**src/rtl/regstack_pkg.sv**
```systemverilog
package regstack_pkg;

  typedef enum logic [1:0] {
    REQ_IDLE   = 2'd0,
    REQ_PUSH   = 2'd1,
    REQ_POP    = 2'd2,
    REQ_REJECT = 2'd3
  } stk_req_e;

  // Decide what a cycle's request does given the current flags.
  function automatic stk_req_e classify_req(input logic push,
                                            input logic pop,
                                            input logic full,
                                            input logic empty);
    stk_req_e r;
    if (push && pop)        r = REQ_REJECT;
    else if (push && full)  r = REQ_REJECT;
    else if (pop && empty)  r = REQ_REJECT;
    else if (push)          r = REQ_PUSH;
    else if (pop)           r = REQ_POP;
    else                    r = REQ_IDLE;
    return r;
  endfunction

endpackage

```
**src/rtl/regstack_ptr.sv**
```systemverilog
module regstack_ptr
  import regstack_pkg::*;
#(
  parameter int ADDR_W = 6
) (
  input  logic              clk,
  input  logic              rst_n,
  input  logic              push_i,
  input  logic              pop_i,
  output logic              do_push_o,
  output logic              do_pop_o,
  output logic              reject_o,
  output logic [ADDR_W-1:0] sp_o,
  output logic [ADDR_W-1:0] sp_up_o,
  output logic              full_o,
  output logic              empty_o,
  output logic              err_o
);

  localparam logic [ADDR_W-1:0] PTR_ZERO = '0;
  localparam logic [ADDR_W-1:0] PTR_ONE  = ADDR_W'(1);
  localparam logic [ADDR_W-1:0] PTR_TOP  = '1;

  logic [ADDR_W-1:0] sp_q, sp_up, sp_dn;
  logic              full_q, empty_q, err_q;
  stk_req_e          req;

  assign req   = classify_req(push_i, pop_i, full_q, empty_q);
  assign sp_up = sp_q + PTR_ONE;
  assign sp_dn = sp_q - PTR_ONE;

  always_ff @(posedge clk or negedge rst_n) begin
    if (!rst_n) begin
      sp_q    <= PTR_ZERO;
      full_q  <= 1'b0;
      empty_q <= 1'b1;
      err_q   <= 1'b0;
    end else begin
      err_q <= (req == REQ_REJECT);
      unique case (req)
        REQ_PUSH: begin
          sp_q    <= sp_up;
          full_q  <= (sp_up == PTR_ZERO);
          empty_q <= 1'b0;
        end
        REQ_POP: begin
          sp_q    <= sp_dn;
          empty_q <= (sp_dn == PTR_ZERO);
          full_q  <= 1'b0;
        end
        default: ;
      endcase
    end
  end

  assign do_push_o = (req == REQ_PUSH);
  assign do_pop_o  = (req == REQ_POP);
  assign reject_o  = (req == REQ_REJECT);
  assign sp_o      = sp_q;
  assign sp_up_o   = sp_up;
  assign full_o    = full_q;
  assign empty_o   = empty_q;
  assign err_o     = err_q;

  // an allowed push advances the pointer by one and clears empty
  p_push_step_r2: assert property (@(posedge clk) disable iff (!rst_n)
    do_push_o |=> (sp_q == ADDR_W'($past(sp_q) + PTR_ONE)) && !empty_q);

  // the 64th push lands the pointer on zero and raises full
  p_full_on_wrap_r3: assert property (@(posedge clk) disable iff (!rst_n)
    (do_push_o && sp_q == PTR_TOP) |=> full_q);

  // full only while the pointer rests at zero
  p_full_at_zero_r3: assert property (@(posedge clk) disable iff (!rst_n)
    full_q |-> (sp_q == PTR_ZERO));

  // an allowed pop steps the pointer back and clears full
  p_pop_step_r4: assert property (@(posedge clk) disable iff (!rst_n)
    do_pop_o |=> (sp_q == ADDR_W'($past(sp_q) - PTR_ONE)) && !full_q);

  // popping from entry 1 empties the stack
  p_empty_on_zero_r5: assert property (@(posedge clk) disable iff (!rst_n)
    (do_pop_o && sp_q == PTR_ONE) |=> empty_q);

  // flags never both set, empty only at zero
  p_flags_excl_r5: assert property (@(posedge clk) disable iff (!rst_n)
    !(full_q && empty_q) && (!empty_q || sp_q == PTR_ZERO));

  // a rejected request freezes pointer and flags and pulses err
  p_reject_hold_r6: assert property (@(posedge clk) disable iff (!rst_n)
    reject_o |=> $stable(sp_q) && $stable(full_q) && $stable(empty_q) && err_q);

  // a collision is always rejected
  p_collide_r8: assert property (@(posedge clk) disable iff (!rst_n)
    (push_i && pop_i) |-> reject_o);

  // err pulses only after a rejection
  p_err_cause_r10: assert property (@(posedge clk) disable iff (!rst_n)
    !reject_o |=> !err_q);

endmodule

```
**src/rtl/regstack_mem.sv**
```systemverilog
module regstack_mem #(
  parameter int ADDR_W = 6,
  parameter int DATA_W = 8
) (
  input  logic              clk,
  input  logic              we_i,
  input  logic [ADDR_W-1:0] waddr_i,
  input  logic [DATA_W-1:0] wdata_i,
  input  logic [ADDR_W-1:0] raddr_i,
  output logic [DATA_W-1:0] rdata_o
);

  localparam int DEPTH = 1 << ADDR_W;

  logic [DATA_W-1:0] word_view [DEPTH];

  for (genvar g = 0; g < DEPTH; g++) begin : g_word
    logic [DATA_W-1:0] cell_q;
    logic              hit;
    assign hit = we_i && (waddr_i == ADDR_W'(g));
    always_ff @(posedge clk) begin
      if (hit) cell_q <= wdata_i;
    end
    assign word_view[g] = cell_q;
  end

  assign rdata_o = word_view[raddr_i];

endmodule

```
**src/rtl/regstack_top.sv**
```systemverilog
module regstack_top #(
  parameter int ADDR_W = 6,
  parameter int DATA_W = 8
) (
  input  logic              clk,
  input  logic              rst_n,
  input  logic              push_valid,
  output logic              push_ready,
  input  logic [DATA_W-1:0] push_data,
  input  logic              pop_req,
  output logic [DATA_W-1:0] dr_q,
  output logic [ADDR_W-1:0] sp_q,
  output logic              full_q,
  output logic              empty_q,
  output logic              err_q
);

  logic              do_push, do_pop, reject;
  logic [ADDR_W-1:0] sp_up;
  logic [DATA_W-1:0] top_word;
  logic [DATA_W-1:0] dr_r;

  regstack_ptr #(.ADDR_W(ADDR_W)) u_ptr (
    .clk       (clk),
    .rst_n     (rst_n),
    .push_i    (push_valid),
    .pop_i     (pop_req),
    .do_push_o (do_push),
    .do_pop_o  (do_pop),
    .reject_o  (reject),
    .sp_o      (sp_q),
    .sp_up_o   (sp_up),
    .full_o    (full_q),
    .empty_o   (empty_q),
    .err_o     (err_q)
  );

  regstack_mem #(.ADDR_W(ADDR_W), .DATA_W(DATA_W)) u_mem (
    .clk     (clk),
    .we_i    (do_push),
    .waddr_i (sp_up),
    .wdata_i (push_data),
    .raddr_i (sp_q),
    .rdata_o (top_word)
  );

  always_ff @(posedge clk or negedge rst_n) begin
    if (!rst_n)       dr_r <= '0;
    else if (do_push) dr_r <= push_data;
    else if (do_pop)  dr_r <= top_word;
  end

  assign dr_q       = dr_r;
  assign push_ready = !full_q;

  // a pop hands the top word to the data register
  p_pop_data_r4: assert property (@(posedge clk) disable iff (!rst_n)
    do_pop |=> (dr_r == $past(top_word)));

  // a push loads the pushed word into the data register
  p_push_data_r2: assert property (@(posedge clk) disable iff (!rst_n)
    do_push |=> (dr_r == $past(push_data)));

  // rejected request leaves the data register alone
  p_reject_dr_r6: assert property (@(posedge clk) disable iff (!rst_n)
    reject |=> $stable(dr_r));

endmodule

```
**config.mk**
```make
export PLATFORM = sky130hd
export DESIGN_NAME = regstack_top
export DESIGN_NICKNAME = d
export VERILOG_FILES = /design/src/rtl/regstack_pkg.sv /design/src/rtl/regstack_ptr.sv /design/src/rtl/regstack_mem.sv /design/src/rtl/regstack_top.sv
export SDC_FILE = /design/constraint.sdc
export NUM_CORES = 1
export LEC_CHECK = 0
export CAP_MARGIN = 20
export CORE_MARGIN = 10
export CORE_UTILIZATION = 30
export CTS_BUF_LIST = sky130_fd_sc_hd__clkbuf_8
export CTS_CLUSTER_DIAMETER = 150
export DETAILED_ROUTE_END_ITERATION = 10
export DONT_BUFFER_PORTS = 1
export GPL_TIMING_DRIVEN = 0
export PLACE_DENSITY_LB_ADDON = 0.3
export SYNTH_ARGS = -nofsm -noshare
export SYNTH_HDL_FRONTEND = slang
export SYNTH_HIERARCHICAL = 1
export SYNTH_SLANG_ARGS = --single-unit
export TNS_END_PERCENT = 1
```
**constraint.sdc**
```tcl
create_clock -name clk -period 3.35 [get_ports clk]
set_input_delay 0.5025 -clock clk [delete_from_list [all_inputs] [get_ports clk]]
set_output_delay 0.5025 -clock clk [all_outputs]
set_load 0.01 [all_outputs]
```
**After elaboration in Yosys (flattened, before gate mapping)**

Index checks and enable logic that the tools add are counted.

- Add/sub/neg operators: 2
- $mul: 0
- Div/mod/pow operators: 0
- Magnitude comparators: 1
- Equality and inequality tests: 66
- Shifts and indexed selects: 0
- Muxes and demuxes: 13
- Bitwise operators: 1
- Reductions and logical operators: 71

Operator list:

| cell | number |
|---|---|
| $eq A6 B6 Y1 const B | 32 |
| $eq A6 B5 Y1 const B | 16 |
| $logic_and A1 B1 Y1 | 67 |
| $bmux W8 S6 | 1 |
| $eq A6 B4 Y1 const B | 8 |
| $mux W8 | 4 |
| $eq A6 B3 Y1 const B | 4 |
| $eq A6 B2 Y1 const B | 2 |
| $logic_not A6 Y1 | 2 |
| $pmux W6 S2 | 1 |
| $mux W2 | 5 |
| $ge A7 B7 Y1 const B | 1 |
| $not A6 Y7 | 1 |
| $add A6 B1 Y6 const B | 1 |
| $eq A6 B1 Y1 const B | 1 |
| $sub A6 B1 Y6 const B | 1 |
| $eq A2 B2 Y1 const B | 2 |
| $pmux W1 S2 | 2 |
| $eq A2 B1 Y1 const B | 1 |
| $reduce_bool A2 Y1 | 1 |
| $logic_not A1 Y1 | 1 |

- Bits in registers: 529
- Bits in latches: 0
- RAM bits: 0
- Bits in read-only memories: 0
- Input bits: 12
- Output and inout bits: 18
- Logic and storage cells: 223
- Memories: 0

**Logic depth before layout (Yosys ltp)**

Gate-level depths: netlist of the first run.

- Word-level depth: 8
- Gate-level depth with buffers: 9
- Gate-level depth less buffers: 6

**By module**

The synthesis of the first run kept the hierarchy.

Modules (own cells, without submodules):

| module | instances | cells each | area each (sq um) | seq. area each (sq um) |
|---|---|---|---|---|
| regstack_mem | 1 | 896 | 19,809.0 | 15,374.7 |
| regstack_ptr | 1 | 75 | 705.7 | 226.5 |
| regstack_top | 1 | 35 | 376.6 | 200.2 |

**Worst setup path after synthesis of the first run**

OpenSTA, ideal clock, no wires.

- Kind: register to register
- Start: reg u_ptr.sp_q[0], in the netlist u_ptr/sp_o[0]
- End: reg u_mem.g_word[4].cell_q[0], enable pin
- Library setup time: 0.370 ns
- Arrival time: 2.444 ns
- Required time: 2.980 ns
- Setup slack: 0.536 ns
- Stages on the path, launching flop included: 9
- Path buffers: 2
- Clock period less this slack: 2.814 ns
- Cells stage by stage: dfrtp_1 > and2_2 > nand4_1 > xor2_1 > inv_1 > or3b_2 > clkbuf_1 > clkbuf_1 > nor2_1

- Cells in the longest elaborated chain, start to end: 3

Ends and longest elaborated chain:

| what | RTL line | text |
|---|---|---|
| start: declaration | regstack_ptr.sv:24 | `logic [ADDR_W-1:0] sp_q, sp_up, sp_dn;` |
| start signal: assignment | regstack_ptr.sv:42 | `sp_q <= sp_up;` |
| start signal: assignment | regstack_ptr.sv:47 | `sp_q <= sp_dn;` |
| $add A6 B1 Y6 | regstack_ptr.sv:29 | `assign sp_up = sp_q + PTR_ONE;` |
| named net sp_up[5] | regstack_top.sv:19 | `logic [ADDR_W-1:0] sp_up;` |
| $eq A6 B3 Y1 | regstack_mem.sv:20 | `assign hit = we_i && (waddr_i == ADDR_W'(g));` |
| $logic_and A1 B1 Y1 | regstack_mem.sv:20 |  |
| named net u_mem.g_word[4].hit | regstack_mem.sv:19 | `logic hit;` |
| end signal: assignment | regstack_mem.sv:22 | `if (hit) cell_q <= wdata_i;` |
| end: declaration | regstack_mem.sv:18 | `logic [DATA_W-1:0] cell_q;` |

The timed path passes the listed nets, and every way through them passes these cells.
A chain may end at the register's enable or synchronous reset.

**Final worst setup path of the first run**

- Start: reg u_ptr.empty_q, in the netlist u_ptr/empty_o
- End: reg u_mem.g_word[33].cell_q[7], enable pin

- Cells in the longest elaborated chain, start to end: 6

Ends and longest elaborated chain:

| what | RTL line | text |
|---|---|---|
| start: declaration | regstack_ptr.sv:25 | `logic full_q, empty_q, err_q;` |
| start signal: assignment | regstack_ptr.sv:48 | `empty_q <= (sp_dn == PTR_ZERO);` |
| $logic_and A1 B1 Y1 | regstack_pkg.sv:18 | `else if (pop && empty) r = REQ_REJECT;` |
| $mux W2 | regstack_pkg.sv:18 |  |
| $mux W2 | regstack_pkg.sv:17 | `else if (push && full) r = REQ_REJECT;` |
| $mux W2 | regstack_pkg.sv:16 | `if (push && pop) r = REQ_REJECT;` |
| $eq A2 B1 Y1 | regstack_ptr.sv:56 | `assign do_push_o = (req == REQ_PUSH);` |
| named net do_push | regstack_top.sv:18 | `logic do_push, do_pop, reject;` |
| $logic_and A1 B1 Y1 | regstack_mem.sv:20 |  |
| named net u_mem.g_word[33].hit | regstack_mem.sv:19 |  |
| end signal: assignment | regstack_mem.sv:22 |  |
| end: declaration | regstack_mem.sv:18 |  |

The timed path passes the listed nets, and every way through them passes these cells.

==> impl_metrics.toml, run 1 <==
[final_layout]
areaGrowthSynthToFinish_pct = 15.4
utilization = 0.350
nets = 1123
n_antenna_cell = 0
finalInstanceArea_um2 = 24100
most-common-layout-cells = "edfxtp_1 (512), mux4_2 (136), clkbuf_8 (92), nor2_1 (46), inv_1 (34)"
drive_gt1_frac = 0.300
fill_cells = 6409
fin_cells = 2098
final_common_cell = "edfxtp_1"

[grt]
grt_max_degree = 66
grt_use_total = 0.129
antenna_found_initial = 1
grt_pass1_vias = 10800
grt_overflow = 0
grt_pass1_wl_mm = 76.2

[routing]
vias_per_cell = 4.97
wl_per_cell_um = 25.0
drtIter0Drc = 1056
num_vias = 10400
drt-pass1-iter-count = 5
detail-route-antenna-nets = 0
wirelength_mm = 52.5
drc_errors = 0

[timing]
maxSlewViolCount = 0
fin_ws_ns = -0.0493
rsz0062_at_grt = "yes"
clock_skew_ns = 0.0265
layout_min_cycle_time_ns = 3.40
min_period_over_period = 1.01
setup_viol = 17
max_freq_mhz = 294
whs_ns = 0.0777
maxSlewHeadroom = 0.346
final_hold_viol_count = 0
worst_slew_pin_slew_ns = 0.977

[floorplanning]
dieArea_um2 = 80600
io_pins = 30
dieHeight_um = 284
std_cell_rows = 96
die_w_um = 284
core_area_um2 = 68800
initial_core_util = 0.304

[run_status]
outcome = "complete, but fails checks"
violations = "setup timing"

[clocking]
cts.sinks = 529
cts_buffer_depth = 3
cts_buffers = 85
clkTransAtPathRegs_ns = 0.07
cts_tree = "built"
clock-root-buffer = "clkbuf_8"
insertion_delay_ns = 0.65
htreeDepth = 3

[synth]
synth-seq-cells = 529
syn_area_per_cell_um2 = 20.8
syn_nets = 1026
yosysSeqAreaShare = 0.756
synth_area_leaders = "edfxtp_1 (74%), mux4_2 (15%), dfrtp_1 (1.9%)"
yosysUniqueCellTypes = 47
async_flop_share = 0.0321
syn_area_um2 = 20900
synth_edf_count = 512
netlist.area_leader.share = 0.736
synthFlopType = "edfxtp_1"
synth_top_cell_by_area = "edfxtp_1"
netlist_instances = 1006
synth_warnings = 6

[critical_path]
cp-start-kind = "register"
critPathArrivalTime_ns = 3.67
crit_path_max_fanout = 11
cp_data_required_time_ns = 3.62
end_kind = "register"
critical_path_class = "register to register"

[placement]
place_area_um2 = 22100
port_buffers = 0
post-place-ws_ns = -0.506
dp.final_hpwl_mm = 33.5
place_congestion = 0.826
dp.cells = 1937

[hold_path]
hold_path.class = "primary input to register"

[job]
maxCapViolCount = 0

[power_and_ir_drop]
power_density_nw_per_um2 = 763
p_leak_uw = 0.00743
vdd_ir_drop_max_mv = 0.332
## synth_stat cells (all sizes together), types with 5 or more instances
cell	n
o21ai	23
nand2	26
buf	30
nor2	83
inv	9
xnor2	5
clkbuf	23
o32a	5
nor2b	9
edfxtp	512
dfrtp	16
mux2i	20
ha	8
mux4	136
a211oi	6
o32ai	8
o22ai	17
a21oi	7
nand3	11
a21o	7
mux2	7
## layout make-up
| cell class | count | area, um2 | share of cell area |
|---|---|---|---|
| inverter | 9 | 33.8 | 0.00140 |
| clock buffer | 92 | 1270 | 0.0525 |
| sequential | 529 | 15800 | 0.656 |
| multi-input combinational | 415 | 4950 | 0.205 |
| buffer | 53 | 297 | 0.0123 |
| clock inverter | 59 | 329 | 0.0137 |
| timing repair buffer | 10 | 250 | 0.0104 |
| tap | 931 | 1160 | 0.0483 |
## kinds of logic (layout without fill, tap and decap cells)
group	count (synthesis)	count (layout)	share of synthesized area
xor gates and xnor gates	9	9	0.00377
buffers and inverters	62	223	0.0145
AOI/OAI and AO/OA	85	85	0.0278
DFF	529	529	0.756
and+or+nand+nor	150	150	0.0328
muxes	163	163	0.160
adders and majority gates	8	8	0.00479
## metrics by stage
| step | power, uW | TNS [ns] |
|---|---|---|
| 2_1_floorplan | 11100 | 0 |
| 3_3_place_gp | 13000 | -100.04 |
| 3_5_place_dp | 13000 | -103.87 |
| 4_1_cts | 18500 | -0.360 |
| 5_1_grt | 19200 | -7.93 |
| 6_report | 18400 | -0.541 |
## worst paths after layout
path                                    start  cells after the start  slack, ns                    endpoint
worst max-delay path            u_ptr/empty_o                      6      -0.05  u_mem/g_word[33].cell_q[7]
worst min register to register  u_ptr/empty_o                      1       0.62               u_ptr/empty_o
max in group asynchronous               rst_n                      2       2.76               u_ptr/empty_o
worst max register to register  u_ptr/empty_o                      6      -0.05  u_mem/g_word[33].cell_q[7]
worst min-delay path             push_data[4]                      2       0.08                     dr_q[4]
min in group asynchronous               rst_n                      2       0.36                     dr_q[7]
## worst max-delay path, stage by stage, from the launching register on
cell      delay, ns
dfstp_2        0.58
a21oi_1        0.13
inv_1          0.09
ha_1           0.58
nand3b_1       0.46
clkbuf_1       0.39
nor2_1         0.79
## report_power, final
part | total [uW] | switching, uW | internal, uW
logic | 5400 | 3240 | 2160
registers | 7750 | 254 | 7500
clock network | 5240 | 2480 | 2760
total | 18400 | 5980 | 12400
## flip-flops by register name, summed over array words and instances (netlist names)
signal	flops
u_ptr/empty_o	1
u_ptr/err_o	1
u_mem/g_word.cell_q	512
dr_q	8
u_ptr/sp_o	6
u_ptr/full_o	1
## routing by layer
metal	up-vias	track usage	share of wire
met3	93	0.0433	0.088
met5	-	0	0.00027
li1	4386	-	-
met1	5541	0.167	0.42
met2	411	0.202	0.47
met4	2	0.0426	0.022
## repair_timing
| action | in CTS | in global routing |
|---|---|---|
| gates resized for setup | 61 | 13 |
| pin swaps | 0 | 0 |
| hold buffers | 10 | 0 |
| setup buffers | 0 | 0 |
| endpoints found under the setup margin | 443 | 245 |
| hold endpoints to repair | 536 | 0 |
(Power assumes the default switching activity.)
==> run 2, diff against run 1 <==
--- a/config.mk
+++ b/config.mk
@@ -6,14 +6,15 @@
 export NUM_CORES = 1
 export LEC_CHECK = 0
 export CAP_MARGIN = 20
+export CORE_ASPECT_RATIO = 2
 export CORE_MARGIN = 10
 export CORE_UTILIZATION = 30
 export CTS_BUF_LIST = sky130_fd_sc_hd__clkbuf_8
 export CTS_CLUSTER_DIAMETER = 150
 export DETAILED_ROUTE_END_ITERATION = 10
 export DONT_BUFFER_PORTS = 1
-export GPL_TIMING_DRIVEN = 0
 export PLACE_DENSITY_LB_ADDON = 0.3
+export SETUP_SLACK_MARGIN = 0.2
 export SYNTH_ARGS = -nofsm -noshare
 export SYNTH_HDL_FRONTEND = slang
 export SYNTH_HIERARCHICAL = 1
==> impl_metrics.toml, run 2 (synthesis gave the netlist of run 1 again) <==
[run_status]
outcome = "finished clean"

[grt]
antenna_found_initial = 1
grt_max_degree = 66
grt_overflow = 0
grt_pass1_wl_mm = 79.2
grt_use_total = 0.137
grt_pass1_vias = 11200

[timing]
min_period_over_period = 0.871
final_hold_viol_count = 0
max_freq_mhz = 343
setup_tns_ns = 0
worst_slew_pin_slew_ns = 0.984
clock_skew_ns = 0.0328
setup_viol = 0
maxSlewHeadroom = 0.342
rsz0062_at_grt = "no"
maxSlewViolCount = 0
layout_min_cycle_time_ns = 2.92

[clocking]
cts_buffer_depth = 3
cts_tree = "built"
cts.sinks = 529
post_cts_buffers = 0
insertion_delay_ns = 0.70
htreeDepth = 3
clock-root-buffer = "clkbuf_8"
cts_buffers = 73
clkTransAtPathRegs_ns = 0.08

[floorplanning]
initial_core_util = 0.303
dieHeight_um = 393
std_cell_rows = 136
dieArea_um2 = 81200
io_pins = 30
core_area_um2 = 68900
die_w_um = 207

[final_layout]
utilization = 0.351
largest_reg_flops = 512
areaGrowthSynthToFinish_pct = 15.9
most-common-layout-cells = "edfxtp_1 (512), mux4_2 (136), nor2_1 (83), buf_4 (80), clkbuf_8 (74)"
nets = 1142
drive_gt1_frac = 0.298
final_common_cell = "edfxtp_1"
fin_cells = 2074
largest_register = "u_mem/g_word.cell_q"

[critical_path]
critical_path.cell_chain = "ha_1 -> nand3_1 -> xnor2_1 -> nand3_1 -> nor2_1 -> buf_4"
end_kind = "register"
critical_path_class = "register to register"
cp_slowest_stage_delay_ns = 0.59
crit_path_frequent_cell = "nand3_1"
crit_path_max_fanout = 16
critPathArrivalTime_ns = 3.32
cp-start-kind = "register"
cp_data_required_time_ns = 3.75
cpMaxStageDelayCell = "nand3_1"

[routing]
detail-route-antenna-nets = 0
vias_per_cell = 4.95
drt-pass1-iter-count = 4
wl_per_cell_um = 26.3
wirelength_mm = 54.6
drc_errors = 0
num_vias = 10300
drtIter0Drc = 741

[placement]
port_buffers = 0
dp.final_hpwl_mm = 36.1
place_congestion = 0.817
dp.cells = 1935

[power_and_ir_drop]
seqPwrFrac = 0.425
power_density_nw_per_um2 = 754
pwr-share-clk = 0.289
p_int_uw = 12400
p_leak_uw = 0.00761
vdd_ir_drop_max_mv = 0.509
pwr-share-comb = 0.286
swShare = 0.318
p_switching_uw = 5810

[job]
maxCapViolCount = 0

[hold_path]
hold_path.class = "primary input to register"
run 2: cell types whose count changed in the layout (fill, tap and decap cells not counted), moves of 10 or more:
cell / delta
clkbuf_8: -18
clkbuf_1: -17
inv_1: -11
nor2_4: -10
buf_4: +70
nor2_1: +37
nor2_2: -27
buf_2: -14
run 2: through the flow:
stage / hold WS, ns / power [uW] / area, um2 / setup slack, ns
3_5_place_dp: 0.208 / 13100 / 22500 / 0.419
6_report: 0.129 / 18300 / 24200 / 0.433
4_1_cts: 0.0522 / 18500 / 24200 / 0.414
2_1_floorplan: 0.207 / 11100 / 20900 / 0.536
3_3_place_gp: 0.208 / 13100 / 22500 / 0.413
5_1_grt: 0.111 / 19000 / 24200 / 0.317
run 2: layout make-up:
type | count | area, um2
clock inverters | 55 | 495
repair buffers | 94 | 931
inverters | 9 | 33.8
flip-flops and latches | 529 | 15800
diodes | 1 | 2.50
multi-input cells | 415 | 4790
fillers | 6434 | 44700
well taps | 897 | 1120
clock buffers | 74 | 1020
run 2: power by group through the flow:
stage                     sequential (uW)  combinational, uW  clock (uW)
final                                7760               5220        5270
after global routing                 7790               5500        5680
after CTS                            7770               5310        5440
after detailed placement             7910               5160           0
after global placement               7900               5150           0
after floorplan                      7770               3370           0
run 2: what timing repair did:
action	CTS	global route
hold endpoints to repair	537	0
hold buffers	9	0
resized for setup	0	0
run 2: worst paths after layout:
check | from | to | slack (ns) | depth (start not counted)
min in group asynchronous | rst_n | u_ptr/err_o | 0.41 | 1
max in group asynchronous | rst_n | u_ptr/sp_o[2] | 2.22 | 1
worst max-delay path | u_ptr/sp_o[0] | u_mem/g_word[52].cell_q[6] | 0.43 | 6
worst max register to register | u_ptr/sp_o[0] | u_mem/g_word[52].cell_q[6] | 0.43 | 6
worst min register to register | u_ptr/empty_o | u_ptr/empty_o | 0.62 | 1
worst min-delay path | push_valid | u_ptr/err_o | 0.13 | 3
run 2: critical path, delay by kind of cell, from the launching register on:
family        cells  cell delay (ns)
buf+inv           1             0.23
xor+xnor          1             0.41
simple gates      3             1.21
flops             1             0.47
fa+ha+maj         1             0.31
run 2: metal layers:
metal	vias to the layer above	track usage	wire (um)
met4	0	0.0758	2610
met3	99	0.0256	2110
met1	5524	0.128	17500
met2	264	0.268	32300
li1	4387	-	-
met5	-	0	0
